===== src/rtl/crc16_unit.sv =====
module crc16_unit #(
  parameter int BLK_W = 8,
  parameter int CNT_W = 9
) (
  input  logic              clk,
  input  logic              rst_n,
  input  logic              seed_ones,
  input  logic              reload,
  input  logic              rev_en,
  input  logic              byte_vld,
  input  logic [7:0]        byte_in,
  input  logic              auto_go,
  input  logic [BLK_W-1:0]  blk_first,
  input  logic [CNT_W-1:0]  blk_count,
  output logic              mem_rd_en,
  output logic [BLK_W+7:0]  mem_rd_addr,
  input  logic [7:0]        mem_rd_data,
  output logic [15:0]       crc_out,
  output logic              busy,
  output logic              done,
  output logic              err
);
  localparam int ADDR_W = BLK_W + 8;
  localparam int LEN_W  = CNT_W + 8;
  localparam logic [15:0] POLY = 16'h1021;

  logic [15:0]       crc_q;
  logic              busy_q, done_q, err_q, pend_q;
  logic [ADDR_W-1:0] addr_q;
  logic [LEN_W-1:0]  issue_q, fold_q;

  function automatic logic [15:0] fold8(input logic [15:0] c_in, input logic [7:0] d,
                                        input logic rev);
    logic [15:0] c;
    logic [7:0]  x;
    logic        fb;
    c = c_in;
    for (int i = 0; i < 8; i++) x[i] = rev ? d[7-i] : d[i];
    for (int i = 7; i >= 0; i--) begin
      fb = c[15] ^ x[i];
      c  = {c[14:0], 1'b0};
      if (fb) c = c ^ POLY;
    end
    return c;
  endfunction

  wire [15:0] seed = seed_ones ? 16'hFFFF : 16'h0000;

  assign mem_rd_en   = busy_q && (issue_q != '0);
  assign mem_rd_addr = addr_q;
  assign crc_out     = crc_q;
  assign busy        = busy_q;
  assign done        = done_q;
  assign err         = err_q;

  always_ff @(posedge clk) begin
    if (!rst_n) begin
      crc_q   <= '0;
      busy_q  <= 1'b0;
      done_q  <= 1'b0;
      err_q   <= 1'b0;
      pend_q  <= 1'b0;
      addr_q  <= '0;
      issue_q <= '0;
      fold_q  <= '0;
    end else begin
      done_q <= 1'b0;
      pend_q <= mem_rd_en;
      if (busy_q) begin
        if (byte_vld) err_q <= 1'b1;
        if (mem_rd_en) begin
          addr_q  <= addr_q + 1'b1;
          issue_q <= issue_q - 1'b1;
        end
        if (pend_q) begin
          crc_q  <= fold8(crc_q, mem_rd_data, rev_en);
          fold_q <= fold_q - 1'b1;
          if (fold_q == LEN_W'(1)) begin
            busy_q <= 1'b0;
            done_q <= 1'b1;
          end
        end
      end else if (auto_go) begin
        crc_q   <= seed;
        addr_q  <= {blk_first, 8'h00};
        issue_q <= {blk_count, 8'h00};
        fold_q  <= {blk_count, 8'h00};
        if (blk_count == '0) done_q <= 1'b1;
        else busy_q <= 1'b1;
      end else if (reload) begin
        crc_q <= seed;
        err_q <= 1'b0;
      end else if (byte_vld) begin
        crc_q <= fold8(crc_q, byte_in, rev_en);
      end
    end
  end

  AST_RD_IN_RUN: assert property (@(posedge clk) disable iff (!rst_n)
    mem_rd_en |-> busy);
  AST_ADDR_STEP: assert property (@(posedge clk) disable iff (!rst_n)
    mem_rd_en && $past(mem_rd_en) |-> mem_rd_addr == ADDR_W'($past(mem_rd_addr) + 1'b1));
  AST_DONE_PULSE: assert property (@(posedge clk) disable iff (!rst_n)
    done |=> !done);
  AST_DONE_IDLE: assert property (@(posedge clk) disable iff (!rst_n)
    done |-> !busy);
  AST_ERR_SET: assert property (@(posedge clk) disable iff (!rst_n)
    busy && byte_vld |=> err);
  AST_ERR_STICKY: assert property (@(posedge clk) disable iff (!rst_n)
    err && !(!busy && reload && !auto_go) |=> err);
  AST_IDLE_HOLD: assert property (@(posedge clk) disable iff (!rst_n)
    !busy && !byte_vld && !reload && !auto_go |=> $stable(crc_out));
  AST_RELOAD_SEED: assert property (@(posedge clk) disable iff (!rst_n)
    !busy && reload && !auto_go |=> crc_out == ($past(seed_ones) ? 16'hFFFF : 16'h0000));
endmodule


===== config.mk =====
export PLATFORM = sky130hd
export DESIGN_NAME = crc16_unit
export DESIGN_NICKNAME = d
export VERILOG_FILES = /design/src/rtl/crc16_unit.sv
export SDC_FILE = /design/constraint.sdc
export NUM_CORES = 1
export LEC_CHECK = 0
export BUFFER_PORTS_ARGS = -buffer_cell sky130_fd_sc_hd__buf_4
export CORE_MARGIN = 5
export CORE_UTILIZATION = 51
export CTS_CLUSTER_SIZE = 8
export DETAILED_ROUTE_END_ITERATION = 8
export GPL_ROUTABILITY_DRIVEN = 0
export HOLD_SLACK_MARGIN = 0.15
export MAX_ROUTING_LAYER = met4
export PLACE_DENSITY = 0.82
export RECOVER_POWER = 100
export SLEW_MARGIN = 20
export SYNTH_ARGS = -nofsm -noshare
export SYNTH_HDL_FRONTEND = slang
export SYNTH_SLANG_ARGS = --single-unit
export TNS_END_PERCENT = 10

===== constraint.sdc =====
create_clock -name clk -period 2.2 [get_ports clk]
set_clock_uncertainty 0.1 [all_clocks]
set_input_delay 0.44 -clock clk [delete_from_list [all_inputs] [get_ports clk]]
set_output_delay 0.44 -clock clk [all_outputs]
set_load 0.005 [all_outputs]

After elaboration in Yosys (flattened, before gate mapping)
Index checks and enable logic that the tools add are counted.

storage, ports and cells
  register bits = 70
  word-level logic and storage cells = 173
  output and inout port bits = 36
  input port bits = 40

cells by class
  muxes and demuxes = 116
  reduce and logical (&&, ||, !) cells = 10
  equality and inequality tests = 5
  $add $sub $neg = 3
  bitwise gates (word level) = 31

operators with widths
  cell                   number
  $mux 16                65
  $mux 13                16
  $mux 17                5
  $not 3->3              15
  $sub 17x1->17 const B  2
  $mux 1                 30
  $eq 17x1->1 const B    1
  $reduce_bool 17->1     1
  $add 16x1->16 const B  1
  $xor 1x1->1            16
  $logic_not 9->1        1
  $reduce_and 2->1       3
  $ne 2x1->1 const B     2
  $ne 2x2->1 const B     2
  $reduce_bool 2->1      2
  $reduce_bool 4->1      1
  $reduce_and 3->1       1
  $logic_and 1x1->1      1

Longest topological paths before layout
  depth in word-level cells = 56
  depth in mapped cells = 9
  mapped depth without buffers = 9

Worst setup path before layout
No wires, ideal clock.

  path type = register -> register
  start point = register issue_q[0]
  end point = register issue_q[5]
  clock period less this slack = 2324 ps
  stages on the path, launching flop included = 10
  required time = 1972 ps
  buffers on the path = 1
  setup time = 128 ps
  data arrival time = 2096 ps
  setup slack = -124 ps
  cell sequence = dfxtp_1 inv_1 ha_1 or4b_2 nor2_1 a31oi_1 clkbuf_1 nand2_1 xor2_1 nor2_1

between the ends
  cells in the longest elaborated chain, start to end = 4
  elaborated cells on any way between the ends = 7
  those cells by class = add/sub: 1; eq/ne: 1; mux: 2; reduce/logical: 3

RTL lines
  item                                                   RTL line  source
  from (decl)                                            30        logic [LEN_W-1:0] issue_q, fold_q;
  from (signal assigned)                                 73        issue_q <= issue_q - 1'b1;
  from (signal assigned)                                 86        issue_q <= {blk_count, 8'h00};
  branches (longest 4 deep; another with $sub 17x1->17)  --

Parallel ways; which one is timed is not known. The select of a mux whose other input is x is not followed.
A chain may end at the register's enable or synchronous reset.

Worst setup path after layout
  start point = register issue_q[0]
  end point = output port mem_rd_en

between the ends
  cells in the longest elaborated chain, start to end = 2

RTL lines
  item                RTL line  source
  $reduce_bool 17->1  49        assign mem_rd_en = busy_q && (issue_q != '0);
  $logic_and 1x1->1   49
  to (decl)           15        output logic mem_rd_en,

No other way between the ends.

==> impl_metrics.csv <==
group,metric,value,unit
finish,nNetsFinal,676,
worst_setup_path,critPathKind,"reg2out",
worst_setup_path,cp_data_arrival_time,1.85,ns
synth,synthesis.area,0.00415,mm2
clock_tree,cts_hold_buf,0,
sta,finalCriticalPeriod,2.39,ns
routing,route.detailed.drc,0,
placed_design,dp_hpwl,8.82,mm
finish,diodes,0,
clock_tree,cts.sinks,70,
sta,whs,0.273,ns
clock_tree,clk-insertion-delay-late,0.34,ns
pwr,vdd_drop_max,0.000413,V
synth,synth_top_cell_by_area,"dfxtp_1",
routing,drt_iter0_drc,245,
synth,synthFlopType,"dfxtp_1",
clock_tree,cts_buffers,9,
status,violations,"negative setup slack",
routing,wire_per_inst,16.2,um
floorplan,core,0.00809,mm2
sta,final_min_period_over_clock_period,109,%
pwr,p_leak,2.17,nW
grt,grt_pass1_wl,19.6,mm
synth,synth_top_cell_area_share,33.7,%
synth,synth_top_family_by_area,"compound AO/OA/AOI/OAI gates",
sta,worst_slack,-0.193,ns
finish,nFillCells,701,
routing,dr.pass1.iters,5,
clock_tree,root_buffer,"clkbuf_8",
floorplan,die_x,100,um
synth,synth_area_leaders,"dfxtp_1 (34%), xnor2_1 (6.7%), xor2_1 (5.7%)",
clock_tree,clkTransAtPathRegs,0.07,ns
synth,synth_edf_count,0,
floorplan,start_util,51.3,%
worst_setup_path,crit_required,1.66,ns
sta,fmax,0.418,GHz
placed_design,portBuffers,75,
finish,area_growth,28.7,%
synth,synth_cells,523,
worst_setup_path,crit_path_start_kind,"flip-flop",
synth,synth_compound_area_share,22.2,%
pwr,p_per_area,793,mW/mm2
finish,finish.utilization,66.1,%
routing,drt-total-wl,12.0,mm
synth,netlist-cell-type-count,55,
synth,yosys_warnings,0,
sta,worst_pin_slew,0.842,ns
clock_tree,htreeDepth,3,
status,status,"finished, violations left",
synth,async_flop_share,0,%
floorplan,top_level_ports,76,
sta,grt_setup_unrepaired,"true",
grt,grt_usage,24.5,%
routing,vias,4384,
sta,finalSetupTns,-1.12,ns
worst_setup_path,crit_fanout,2,
synth,synth_seq_cells,70,
min_path,hold_class,"in2reg",
grt,grt_overflow,0,
floorplan,die_area,0.0101,mm2
synth,post-synth-top-count-cell,"dfxtp_1",
grt,grt_pass1_vias,4152,
synth,synth_fa_ha_area_share,1.20,%
synth,synth-xor-area-share,12.4,%
sta,slew_headroom,43.6,%
synth,synthTopCellsByCount,"dfxtp_1 (70), nor2_1 (58), nand2_1 (45), a21oi_1 (40), o21ai_0 (37)",
synth,syn_area_per_cell,7.94,um2
sta,drv_slew,0,
routing,ant_nets,0,
grt,grt_max_degree,33,
sta,finalSetupViolCount,18,
worst_setup_path,endpoint_kind,"primary output",
sta,finalHoldViolations,0,
synth,yosysSeqAreaShare,33.7,%
synth,synth-simple-area-share,22.2,%
clock_tree,cts_tree,"built",
floorplan,rows,33,
synth,synth_nets,567,
floorplan,die_height,100,um
synth,synthMuxAreaShare,4.64,%
finish,layout-drive-gt1-share,25.9,%
flow_run,drv_cap,0,
grt,antenna_found_initial,0,
clock_tree,clockBufferDepth,2,
placed_design,place_ws,-0.0585,ns
routing,avgViaCountPerCell,5.91,
[metal layers]
layer / GRT usage, % / vias to the layer above / share of wire, %
met5: - / - / 0
met4: 11.8 / 0 / 3.3
met3: 3.41 / 38 / 6.0
met2: 38.8 / 189 / 48
met1: 30.8 / 2043 / 42
li1: - / 2114 / -
[worst max-delay path, stage by stage, from the launching register on]
cell,delay [ns]
dfxtp_1,0.32
inv_2,0.07
ha_4,0.13
or4b_4,0.49
nor3_4,0.17
nand2_2,0.08
nand2_2,0.09
inv_2,0.05
buf_6,0.10
[cell families after synthesis]
group	after synthesis
xor gates and xnor gates	59
muxes	19
and+or+nand+nor	190
buffers and inverters	38
adders and majority gates	4
AOI/OAI and AO/OA	143
DFF	70
[placed cells by master (no fill, tap or decap), drive strengths merged, types with 5 or more instances in the layout]
cell type	netlist	layout
nor2b	7	7
a31oi	11	11
or3	6	6
nor3	22	22
clkbuf	19	52
dfxtp	70	70
inv	10	10
nor4	10	10
o221a	5	5
mux2i	17	17
o21ai	37	37
a211oi	7	7
nand3	16	16
nor2	58	58
nand2	46	46
xor2	27	27
nand4	6	6
xnor2	32	32
o21a	5	5
a21oi	40	40
or4	5	5
buf	8	85
[power by group]
group	internal (mW)	switching (mW)	leakage, nW
Sequential	1.41	0.170	0.577
Combinational	0.834	0.904	1.51
Clock	0.435	0.485	0.0861
[flip-flops by register name, indices dropped and copies added, names as in the netlist]
register and flops:
mem_rd_addr 16, fold_q 17, done 1, crc_out 16
issue_q 17, pend_q 1, busy 1, err 1
[layout make-up]
type | count | area (um2) | share of cell area, %
repair buffers | 125 | 930 | 17.4
flip-flops and latches | 70 | 1400 | 26.3
multi-input cells | 415 | 2670 | 50.0
clock buffers | 12 | 145 | 2.71
clock inverters | 4 | 22.5 | 0.421
well taps | 105 | 131 | 2.46
inverters | 11 | 41.3 | 0.772
[stage by stage]
| step | power, mW | std cells | cell area [um2] |
|---|---|---|---|
| 5_1_grt | 4.48 | 742 | 5350 |
| 2_1_floorplan | 2.62 | 523 | 4170 |
| 6_report | 4.24 | 742 | 5350 |
| 3_3_place_gp | 3.19 | 719 | 5080 |
| 4_1_cts | 4.22 | 741 | 5340 |
| 3_5_place_dp | 3.24 | 719 | 5080 |
[worst paths after layout]
| check | from | to | slack (ns) | depth (start not counted) |
|---|---|---|---|---|
| max | issue_q[0] | mem_rd_en | -0.19 | 8 |
| min | blk_count[8] | issue_q[16] | 0.27 | 3 |
| max reg2reg | issue_q[0] | issue_q[15] | -0.12 | 9 |
| min reg2reg | issue_q[11] | issue_q[11] | 0.37 | 2 |
[what timing repair did]
item,4_1_cts,5_1_grt
pin swaps,4,2
gates resized for setup,12,9
setup endpoints to repair,8,40
gates cloned,0,0
buffers inserted,6,1
No activity file was read; power rests on OpenSTA's default activity.
